$ cat src/rtl/mbr_pkg.sv
package mbr_pkg;
  // latency values for the per-slot register chains
  typedef int unsigned lat_t;

  // round trip from request acceptance to response
  function automatic lat_t round_trip(lat_t fwd, lat_t mem, lat_t ret);
    return fwd + mem + ret;
  endfunction
endpackage

$ cat src/rtl/mbr_pipe.sv
// Reset-to-zero shift chain, DEPTH >= 1.
module mbr_pipe #(
  parameter int unsigned WIDTH = 1,
  parameter int unsigned DEPTH = 1
) (
  input  logic             clk,
  input  logic             rst_n,
  input  logic [WIDTH-1:0] d,
  output logic [WIDTH-1:0] q
);
  logic [WIDTH-1:0] stg [DEPTH];

  always_ff @(posedge clk or negedge rst_n) begin
    if (!rst_n) begin
      for (int s = 0; s < DEPTH; s++) stg[s] <= '0;
    end else begin
      stg[0] <= d;
      for (int s = 1; s < DEPTH; s++) stg[s] <= stg[s-1];
    end
  end

  assign q = stg[DEPTH-1];
endmodule

$ cat src/rtl/mbr_slot.sv
// One memory slot: forward chain, read-tag delay across the memory, return chain.
module mbr_slot #(
  parameter int unsigned          SLOT_ID = 0,
  parameter int unsigned          SEL_W   = 3,
  parameter int unsigned          ADDR_W  = 6,
  parameter int unsigned          DATA_W  = 16,
  parameter mbr_pkg::lat_t        FWD     = 0,
  parameter mbr_pkg::lat_t        MEM_LAT = 1,
  parameter mbr_pkg::lat_t        RET     = 0
) (
  input  logic              clk,
  input  logic              rst_n,
  input  logic [SEL_W-1:0]  req_sel,
  input  logic              req_vld,
  input  logic              req_we,
  input  logic              req_tm,
  input  logic [ADDR_W-1:0] req_addr,
  input  logic [DATA_W-1:0] req_wdata,
  output logic              mem_vld,
  output logic              mem_we,
  output logic              mem_tm,
  output logic [ADDR_W-1:0] mem_addr,
  output logic [DATA_W-1:0] mem_wdata,
  input  logic [DATA_W-1:0] mem_rdata,
  output logic              ret_vld,
  output logic [DATA_W-1:0] ret_data
);
  localparam int unsigned FW = 3 + ADDR_W + DATA_W;
  localparam int unsigned RW = 1 + DATA_W;

  logic          hit, go;
  logic [FW-1:0] fwd_d, fwd_q;
  logic          tag_d, tag_q;
  logic [RW-1:0] ret_d, ret_q;

  assign hit = (req_sel == SEL_W'(SLOT_ID));
  assign go  = hit & req_vld;

  always_comb begin
    fwd_d = '0;
    fwd_d[FW-1] = go;
    fwd_d[FW-2] = go & req_we;
    fwd_d[FW-3] = hit & req_tm;
    if (go) begin
      fwd_d[ADDR_W+DATA_W-1:DATA_W] = req_addr;
      fwd_d[DATA_W-1:0]             = req_wdata;
    end
  end

  generate
    if (FWD == 0) begin : g_fwd_wire
      assign fwd_q = fwd_d;
    end else begin : g_fwd_reg
      mbr_pipe #(.WIDTH(FW), .DEPTH(FWD)) u_fwd (
        .clk(clk), .rst_n(rst_n), .d(fwd_d), .q(fwd_q));
    end
  endgenerate

  assign mem_vld   = fwd_q[FW-1];
  assign mem_we    = fwd_q[FW-2];
  assign mem_tm    = fwd_q[FW-3];
  assign mem_addr  = fwd_q[ADDR_W+DATA_W-1:DATA_W];
  assign mem_wdata = fwd_q[DATA_W-1:0];

  // a read leaves a tag that meets the memory's answer
  assign tag_d = mem_vld & ~mem_we;

  generate
    if (MEM_LAT == 0) begin : g_tag_wire
      assign tag_q = tag_d;
    end else begin : g_tag_reg
      mbr_pipe #(.WIDTH(1), .DEPTH(MEM_LAT)) u_tag (
        .clk(clk), .rst_n(rst_n), .d(tag_d), .q(tag_q));
    end
  endgenerate

  assign ret_d = {tag_q, (tag_q ? mem_rdata : {DATA_W{1'b0}})};

  generate
    if (RET == 0) begin : g_ret_wire
      assign ret_q = ret_d;
    end else begin : g_ret_reg
      mbr_pipe #(.WIDTH(RW), .DEPTH(RET)) u_ret (
        .clk(clk), .rst_n(rst_n), .d(ret_d), .q(ret_q));
    end
  endgenerate

  assign ret_vld  = ret_q[RW-1];
  assign ret_data = ret_q[DATA_W-1:0];
endmodule

$ cat src/rtl/mbr_merge.sv
// Combines slot returns; each slot already zeroes its data when idle.
module mbr_merge #(
  parameter int unsigned NUM_MEM = 4,
  parameter int unsigned DATA_W  = 16
) (
  input  logic [NUM_MEM-1:0]        ret_vld,
  input  logic [NUM_MEM*DATA_W-1:0] ret_data,
  output logic                      rsp_vld,
  output logic [DATA_W-1:0]         rsp_data
);
  always_comb begin
    rsp_vld  = 1'b0;
    rsp_data = '0;
    for (int i = 0; i < NUM_MEM; i++) begin
      rsp_vld  = rsp_vld | ret_vld[i];
      rsp_data = rsp_data | ret_data[i*DATA_W +: DATA_W];
    end
  end
endmodule

$ cat src/rtl/mbr_router.sv
module mbr_router #(
  parameter int unsigned   NUM_MEM = 4,
  parameter int unsigned   SEL_W   = 3,
  parameter int unsigned   ADDR_W  = 6,
  parameter int unsigned   DATA_W  = 16,
  parameter mbr_pkg::lat_t MEM_LAT = 1,
  parameter mbr_pkg::lat_t FWD_LAT [NUM_MEM] = '{0, 2, 1, 3},
  parameter mbr_pkg::lat_t RET_LAT [NUM_MEM] = '{1, 0, 3, 2}
) (
  input  logic                      clk,
  input  logic                      rst_n,
  input  logic                      req_vld,
  input  logic [SEL_W-1:0]          req_sel,
  input  logic                      req_we,
  input  logic                      req_tm,
  input  logic [ADDR_W-1:0]         req_addr,
  input  logic [DATA_W-1:0]         req_wdata,
  output logic                      rsp_vld,
  output logic [DATA_W-1:0]         rsp_data,
  output logic [NUM_MEM-1:0]        mem_vld,
  output logic [NUM_MEM-1:0]        mem_we,
  output logic [NUM_MEM-1:0]        mem_tm,
  output logic [NUM_MEM*ADDR_W-1:0] mem_addr,
  output logic [NUM_MEM*DATA_W-1:0] mem_wdata,
  input  logic [NUM_MEM*DATA_W-1:0] mem_rdata
);
  logic [NUM_MEM-1:0]        ret_vld;
  logic [NUM_MEM*DATA_W-1:0] ret_data;

  generate
    for (genvar g = 0; g < NUM_MEM; g++) begin : g_slot
      mbr_slot #(
        .SLOT_ID(g), .SEL_W(SEL_W), .ADDR_W(ADDR_W), .DATA_W(DATA_W),
        .FWD(FWD_LAT[g]), .MEM_LAT(MEM_LAT), .RET(RET_LAT[g])
      ) u_slot (
        .clk       (clk),
        .rst_n     (rst_n),
        .req_sel   (req_sel),
        .req_vld   (req_vld),
        .req_we    (req_we),
        .req_tm    (req_tm),
        .req_addr  (req_addr),
        .req_wdata (req_wdata),
        .mem_vld   (mem_vld[g]),
        .mem_we    (mem_we[g]),
        .mem_tm    (mem_tm[g]),
        .mem_addr  (mem_addr[g*ADDR_W +: ADDR_W]),
        .mem_wdata (mem_wdata[g*DATA_W +: DATA_W]),
        .mem_rdata (mem_rdata[g*DATA_W +: DATA_W]),
        .ret_vld   (ret_vld[g]),
        .ret_data  (ret_data[g*DATA_W +: DATA_W])
      );
    end
  endgenerate

  mbr_merge #(.NUM_MEM(NUM_MEM), .DATA_W(DATA_W)) u_merge (
    .ret_vld  (ret_vld),
    .ret_data (ret_data),
    .rsp_vld  (rsp_vld),
    .rsp_data (rsp_data)
  );
endmodule

$ cat config.mk
export PLATFORM = sky130hd
export DESIGN_NAME = mbr_router
export DESIGN_NICKNAME = d
export VERILOG_FILES = /design/src/rtl/mbr_pkg.sv /design/src/rtl/mbr_pipe.sv /design/src/rtl/mbr_slot.sv /design/src/rtl/mbr_merge.sv /design/src/rtl/mbr_router.sv
export SDC_FILE = /design/constraint.sdc
export NUM_CORES = 1
export LEC_CHECK = 0
export BUFFER_PORTS_ARGS = -buffer_cell sky130_fd_sc_hd__buf_2
export CAP_MARGIN = 5
export CORE_MARGIN = 5
export CORE_UTILIZATION = 25
export CTS_CLUSTER_DIAMETER = 150
export CTS_CLUSTER_SIZE = 30
export DETAILED_ROUTE_END_ITERATION = 12
export GPL_ROUTABILITY_DRIVEN = 1
export SYNTH_ARGS = -nofsm -noshare
export SYNTH_HDL_FRONTEND = slang
export SYNTH_SLANG_ARGS = --single-unit
$ cat constraint.sdc
create_clock -name clk -period 0.9 [get_ports clk]
set_input_delay 0.045 -clock clk [delete_from_list [all_inputs] [get_ports clk]]
set_output_delay 0.045 -clock clk [all_outputs]
set_load 0.1 [all_outputs]
**After elaboration in Yosys (flattened, before gate mapping)**

Cells that the tools add are included.

- Register bits: 256
- Output and inout bits: 117

- Eq/ne operators: 3
- Mux-type cells: 8
- Bitwise gates (word level): 26
- Reduce and logical (&&, ||, !) cells: 1

Operator list:

| operator | number |
|---|---|
| 22-bit 2-to-1 mux | 4 |
| 16-bit 2-to-1 mux | 4 |
| 16-bit bitwise OR | 3 |
| 1-bit AND | 16 |
| 3-bit by 2-bit equality test with 1-bit output (second input constant) | 2 |
| 1-bit inverter | 4 |
| 3-bit by 1-bit equality test with 1-bit output (second input constant) | 1 |
| 3-bit zero test | 1 |
| 1-bit bitwise OR | 3 |

**Longest topological paths before layout**

Gate-level depths: netlist (run 1).

- Depth after elaboration: 5
- Depth in mapped cells: 5

**By module**

From an unflattened synthesis (run 1), not the netlist that was laid out.

- Cell total of the unflattened synthesis: 537
- Area total of the unflattened synthesis: 8,434.3 um^2

By module, submodules not included:

| module | times used | cells each | area an instance (um^2) |
|---|---|---|---|
| mbr_pipe (g_slot[3].u_slot.g_fwd_reg.u_fwd) | 1 | 100 | 2,064.5 |
| mbr_pipe (g_slot[1].u_slot.g_fwd_reg.u_fwd) | 1 | 75 | 1,438.9 |
| mbr_pipe (g_slot[2].u_slot.g_ret_reg.u_ret) | 1 | 68 | 1,403.8 |
| mbr_pipe (g_slot[3].u_slot.g_ret_reg.u_ret) | 1 | 51 | 978.4 |
| mbr_slot (g_slot[1].u_slot ...) | 2 | 45 | 321.6 |
| mbr_pipe (g_slot[2].u_slot.g_fwd_reg.u_fwd) | 1 | 25 | 625.6 |
| mbr_pipe (g_slot[0].u_slot.g_ret_reg.u_ret) | 1 | 17 | 425.4 |
| mbr_slot (g_slot[3].u_slot) | 1 | 45 | 317.8 |
| mbr_slot (g_slot[0].u_slot) | 1 | 45 | 309.0 |
| mbr_merge | 1 | 17 | 127.6 |
| mbr_pipe (g_slot[0].u_slot.g_tag_reg.u_tag ...) | 4 | 1 | 25.0 |

**Worst setup path after synthesis (run 1)**

Ideal clock, no wire load.

- Kind: input -> output
- From: input port req_sel[0]
- To: output port mem_addr[0]
- Arrival: 1,802 ps
- Data required time: 855 ps
- Setup slack: -947 ps
- Cell stages on the path: 4
- Cell sequence: or2_1 > buf_2 > buf_6 > nor2_1

- Cells in the longest elaborated chain, start to end: 3

Ends and longest elaborated chain:

| what | RTL line | text |
|---|---|---|
| from (decl) | mbr_router.sv:13 | `input logic [SEL_W-1:0] req_sel,` |
| 3-bit zero test | mbr_slot.sv:36 | `assign hit = (req_sel == SEL_W'(SLOT_ID));` |
| 1-bit AND | mbr_slot.sv:37 | `assign go = hit & req_vld;` |
| 22-bit 2-to-1 mux | mbr_slot.sv:44 | `if (go) begin` |
| to (decl) | mbr_router.sv:23 | `output logic [NUM_MEM*ADDR_W-1:0] mem_addr,` |

No other way between the ends.

**Final worst setup path (run 1)**

- From: register g_slot[1].u_slot.g_tag_reg.u_tag.stg
- To: output port rsp_data[14]

- Cells in the longest elaborated chain, start to end: 4

Ends and longest elaborated chain:

| what | RTL line | text |
|---|---|---|
| from (decl) | mbr_pipe.sv:11 | `logic [WIDTH-1:0] stg [DEPTH];` |
| 16-bit 2-to-1 mux | mbr_slot.sv:77 | `assign ret_d = {tag_q, (tag_q ? mem_rdata : {DATA_W{1'b0}})};` |
| 16-bit bitwise OR (3 in a row) | mbr_merge.sv:16 | `rsp_data = rsp_data \| ret_data[i*DATA_W +: DATA_W];` |
| to (decl) | mbr_router.sv:19 | `output logic [DATA_W-1:0] rsp_data,` |

No other way between the ends.

==> results.toml, run 1 <==
[route]
drtAntennaViolNets = 0
drc_errors = 0
drt-total-wl_um = 20300
dr.first_iter.drc_count = 140
via_per_inst = 3.88
wl_per_cell_um = 16.9
first_pass_iters = 4
vias = 4655

[floorplanning]
dieArea_um2 = 35900
io_pins = 211
core.rowCount = 65
die_y_um = 189
core_um2 = 31600
die_w_um = 189
start_util = 0.254

[clock_tree]
ctsHoldBuffers = 57
clkSlewWorstSetupHoldPaths_ns = 0.11
cts_htree_levels = 1
numCtsBuffers = 12
cts_num_sinks = 256
root_buffer = "clkbuf_16"
cts_buffer_depth = 3
clkLatencyLatePin_ns = 0.48
cts_tree = "built"

[timing]
hold_slack_ns = -0.0159
fin_crit_ns = 1.75
fin_worst_skew_ns = 0.0128
finalSetupViolations = 117
slew_headroom = 0.772
slew_viol_final = 0
worst_slew_pin_slew_ns = 0.341
setup_tns_ns = -32.65
finalHoldViolations = 22
layout_setup_ws_ns = -0.852
min_period_over_period = 1.95
grt_setup_unrepaired = "true"
fmax_ghz = 0.571

[logic_synthesis]
synth.most_common_cell = "dfrtp_1"
synth_area_um2 = 8040
synth_cell_type_count = 15
synth_edf_count = 0
yosys.area.top_type_share = 0.796
synth_common_cells = "256 x dfrtp_1, 100 x nor2_1, 56 x buf_4, 48 x and2_1, 23 x nand3b_1"
async_flop_share = 1.00
synth_top_cells_by_area = "dfrtp_1 80%, buf_4 5.2%, nor2_1 4.7%"
syn_inst = 530
syn_avg_cell_area_um2 = 15.2
yosys_register_bits = 256
synth.net_count = 624
yosys.area.top_type = "dfrtp_1"
synth_ff_type = "dfrtp_1"
yosys_warnings = 0
yosysSeqAreaShare = 0.796

[critical_path]
crit_path_max_fanout = 17
cp.required_ns = 0.85
critPathKind = "flop to output port"
reg2reg_from = "g_slot[0].u_slot.g_tag_reg.u_tag.q"
arrival_ns = 1.71
reg2reg_to = "g_slot[0].u_slot.g_ret_reg.u_ret.q[12]"
reg2regPathDepth = 2
r2r_slack_ns = 0.05
cp-start-kind = "flop"
crit_path_end_kind = "output port"

[run_status]
status = "complete, but fails checks"
failed_checks = "hold timing, setup timing"

[pwr]
power.total_w = 0.0208
power_frac_seq = 0.565
power.switching_w = 0.00526
leakagePower_nw = 6.12
p_per_area_nw_per_um2 = 1630
p_comb_frac = 0.135
clkPwrFrac = 0.299
intPower_w = 0.0156
ir_drop_mv = 0.959
sw_frac_of_total = 0.253

[layout]
n_antenna_cell = 0
syn2layout_area_growth_pct = 58.5
instances_no_fill = 1201
post-route-util = 0.403
regArea_um2 = 6430
nNetsFinal = 889
multi_input_area_um2 = 1310
layout-drive-gt1-share = 0.442
fillCellCount = 2851

[placed_design]
gp_congestion = 0.743
placed_cells = 1118
io_buffers = 210
dp_hpwl_um = 13700

[grt]
grt-ovfl-total = 0
antenna_found_initial = 0
grt_max_degree = 66
grt_pass1_wl_um = 31300
grt_usage = 0.113
grt_pass1_vias = 5240

[min_path]
min_path_type = "input pin to asynchronous set/reset pin"

[run]
maxCapViolations = 0
[flip-flops by register name (all words and copies together), names as in the netlist]
register / count
g_slot.u_slot.g_tag_reg.u_tag.q: 4
g_slot.u_slot.g_ret_reg.u_ret.q: 51
g_slot.u_slot.g_ret_reg.u_ret.stg: 51
g_slot.u_slot.g_fwd_reg.u_fwd.q: 75
g_slot.u_slot.g_fwd_reg.u_fwd.stg: 75
[cell families after synthesis]
family                 after synthesis  share of synthesized area
AND/OR/NAND/NOR                    182                      0.114
buffers and inverters               76                     0.0670
AO/OA/AOI/OAI                       16                     0.0224
flip-flops                         256                      0.796
[routing by layer]
metal,part of all wire,track usage,vias up
li1,-,-,2149
met1,0.39,0.138,2336
met2,0.52,0.201,151
met3,0.068,0.0282,19
met4,0.017,0.0267,0
met5,0,0,-
[timing repair]
action,CTS,global route
cloned,2,2
pin swaps,11,4
setup buffers,6,2
resized for setup,13,8
endpoints found under the setup margin,117,130
hold endpoints to repair,342,32
[worst max-delay path, stage by stage (launching register included)]
cell and delay, ns:
dfrtp_1 0.41, buf_12 0.17, a2111o_2 0.46, buf_12 0.18
[power by group through the flow]
stage	clock network, W	registers (W)	logic [W]
after detailed placement	0	0.0120	0.00256
final	0.00623	0.0118	0.00281
after global placement	0	0.0120	0.00253
after CTS	0.00661	0.0118	0.00282
after floorplan	0	0.0121	0.00119
after global routing	0.00704	0.0118	0.00299
[worst max path at each step]
stage,startpoint,end,slack (ns),depth (start not counted)
floorplan,g_slot[1].u_slot.g_tag_reg.u_tag.q,rsp_data[0],-0.40,3
global placement,g_slot[1].u_slot.g_tag_reg.u_tag.q,rsp_data[5],-0.37,3
detailed placement,g_slot[1].u_slot.g_tag_reg.u_tag.q,rsp_data[5],-0.37,3
CTS,g_slot[1].u_slot.g_tag_reg.u_tag.q,rsp_data[0],-0.89,3
global route,g_slot[1].u_slot.g_tag_reg.u_tag.q,rsp_data[14],-0.91,3
finish,g_slot[1].u_slot.g_tag_reg.u_tag.q,rsp_data[14],-0.85,3
[cell usage in the layout, fill, tap and decap left out, types with 8 or more instances in the layout]
cell type / instances
a2111o_2: 15
and2_1: 48
buf_6: 8
nor2_1: 74
buf_2: 88
dfrtp_1: 234
nand3b_1: 23
nor2_4: 25
buf_12: 132
dfrtp_2: 22
clkbuf_16: 15
buf_4: 39
dlygate4sd3_1: 54
[metrics by stage]
step                      area (µm²)  setup WS [ns]  hold slack, ns
after floorplan                 8290         -0.400          -0.251
final                          12700         -0.852         -0.0159
after global routing           12700         -0.913         -0.0231
after detailed placement       11600         -0.370          -0.104
after global placement         11600         -0.369          -0.104
after CTS                      12700         -0.889         -0.0535
[final cells by class]
type	count	area share
flip-flops and latches	256	0.505
repair buffers	327	0.325
multi-input cells	198	0.103
well taps	402	0.0395
clock buffers	17	0.0267
clock inverters	1	0.00128
Note: power is estimated with default switching activity, not from simulation.
==> run 2, diff against run 1 <==
--- a/config.mk
+++ b/config.mk
@@ -13,6 +13,7 @@
 export CTS_CLUSTER_SIZE = 30
 export DETAILED_ROUTE_END_ITERATION = 12
 export GPL_ROUTABILITY_DRIVEN = 1
+export GPL_TIMING_DRIVEN = 0
 export SYNTH_ARGS = -nofsm -noshare
 export SYNTH_HDL_FRONTEND = slang
 export SYNTH_SLANG_ARGS = --single-unit
==> run 2 against run 1 <==
The flow still finishes with violations (hold timing, setup timing); hold slack got worse by 0.54 ns; register-to-register slack barely moved; largest power group unchanged; clock skew rose by 0.00055 ns; critical endpoint is now rsp_data[12]; global-route usage rose by 0.24 points.
==> results.toml, run 2 (synthesis gave the netlist of run 1 again) <==
[run_status]
status = "complete, but fails checks"
failed_checks = "hold timing, setup timing"

[grt]
grt_pass1_vias = 5454
grt_pass1_wl_um = 32100
grt_max_degree = 122
grt-ovfl-total = 0
antenna_found_initial = 2
grt_usage = 0.115

[route]
via_per_inst = 3.94
wl_per_cell_um = 17.4
first_pass_iters = 4
dr.first_iter.drc_count = 155
drt-total-wl_um = 20800
drc_errors = 0
drtAntennaViolNets = 0
vias = 4727

[timing]
finalHoldViolations = 148
layout_setup_ws_ns = -0.932
fin_crit_ns = 1.83
fmax_ghz = 0.546
fin_worst_skew_ns = 0.0133
setup_tns_ns = -36.70
min_period_over_period = 2.04
grt_setup_unrepaired = "true"
hold_slack_ns = -0.556
slew_viol_final = 0
slew_headroom = 0.700
finalSetupViolations = 114
worst_slew_pin_slew_ns = 0.450

[critical_path]
slowest_stage = "a2111o_2"
cp-start-kind = "flop"
cp-startpoint = "g_slot[1].u_slot.g_tag_reg.u_tag.q"
reg2reg_to = "g_slot[2].u_slot.g_ret_reg.u_ret.stg[37]"
crit_chain = "buf_6 > buf_12 > a2111o_2 > buf_12"
arrival_ns = 1.79
cp.required_ns = 0.85
worst_path_most_repeated_cell = "buf_12"
reg2reg_from = "g_slot[2].u_slot.g_tag_reg.u_tag.q"
critPathKind = "flop to output port"
crit_path_end = "rsp_data[12]"
crit_path_max_fanout = 10
crit_path_end_kind = "output port"
reg2regPathDepth = 2
slowest_delay_ns = 0.44
r2r_slack_ns = 0.04

[clock_tree]
cts_htree_levels = 1
cts_buffer_depth = 3
clkLatencyLatePin_ns = 0.48
cts_tree = "built"
root_buffer = "clkbuf_16"
cts_num_sinks = 256
clkSlewWorstSetupHoldPaths_ns = 0.11
numCtsBuffers = 12

[run]
maxCapViolations = 0

[floorplanning]
core.rowCount = 65
io_pins = 211
die_y_um = 189
core_um2 = 31600
start_util = 0.254
dieArea_um2 = 35900
die_w_um = 189

[placed_design]
dp_hpwl_um = 13300
gp_congestion = 0.706
io_buffers = 210

[pwr]
power.total_w = 0.0207
leakagePower_nw = 6.05
p_per_area_nw_per_um2 = 1660
ir_drop_mv = 1.17

[min_path]
min_path_type = "input pin to asynchronous set/reset pin"

[layout]
n_antenna_cell = 0
fillCellCount = 2871
final_common_cell = "dfrtp_1"
final_cell_mix = "231 x dfrtp_1, 97 x buf_2, 94 x buf_12"
layout-drive-gt1-share = 0.437
nNetsFinal = 889
syn2layout_area_growth_pct = 55.3
## run 2: how the worst min path moves through the flow
stage	start	end	slack, ns	depth (start not counted)
5_1_grt	rst_n	g_slot[2].u_slot.g_fwd_reg.u_fwd.q[13]	-0.53	1
2_1_floorplan	rst_n	g_slot[0].u_slot.g_ret_reg.u_ret.q[0]	-0.25	0
6_report	rst_n	g_slot[2].u_slot.g_fwd_reg.u_fwd.q[13]	-0.56	1
4_1_cts	rst_n	g_slot[2].u_slot.g_fwd_reg.u_fwd.q[13]	-0.54	1
3_5_place_dp	rst_n	g_slot[2].u_slot.g_fwd_reg.u_fwd.q[13]	-0.02	1
3_3_place_gp	req_we	g_slot[0].u_slot.g_tag_reg.u_tag.q	0.25	2
## run 2: layout make-up
type	instances	area, µm²	area share
Clock buffer	16	337	0.0269
Timing Repair Buffer	308	3690	0.296
Buffer	19	195	0.0156
Multi-Input combinational cell	198	1310	0.105
Clock inverter	1	16.3	0.00130
Sequential cell	256	6440	0.515
Tap cell	402	503	0.0403
## run 2: what timing repair did
action / 4_1_cts / 5_1_grt
hold buffers: 60 / 1
hold endpoints to repair: 245 / 120
resized for setup: 453 / 30
buffers inserted: 31 / 5
cloned: 1 / 1
setup endpoints to repair: 147 / 271
pin swaps: 10 / 10
## run 2: metal layers
metal,vias to the layer above,share of wire,GRT usage
li1,2134,-,-
met1,2432,0.40,0.141
met2,137,0.51,0.203
met3,20,0.064,0.0306
met4,4,0.020,0.0278
met5,-,0.0014,0
## run 2: power breakdown
group / leakage [nW] / internal [W] / switching [W]
Clock: 0.171 / 0.00271 / 0.00352
Combinational: 2.37 / 0.00105 / 0.00167
Sequential: 3.50 / 0.0117 / 0.0000834
## run 2: metrics by stage
step / setup slack, ns / std cells / cell area (µm²) / util
global placement: -5.19 / 1142 / 9840 / 0.311
finish: -0.932 / 1200 / 12500 / 0.395
detailed placement: -0.654 / 1144 / 9910 / 0.313
CTS: -0.995 / 1198 / 12400 / 0.391
floorplan: -0.400 / 530 / 8290 / -
global route: -1.02 / 1200 / 12500 / 0.395
## run 2: worst max-delay path: cells and delay by family, from the launching register on
kind	cells	cell delay, ns
buffers and inverters	3	0.48
AOI/OAI and AO/OA	1	0.44
DFF	1	0.39
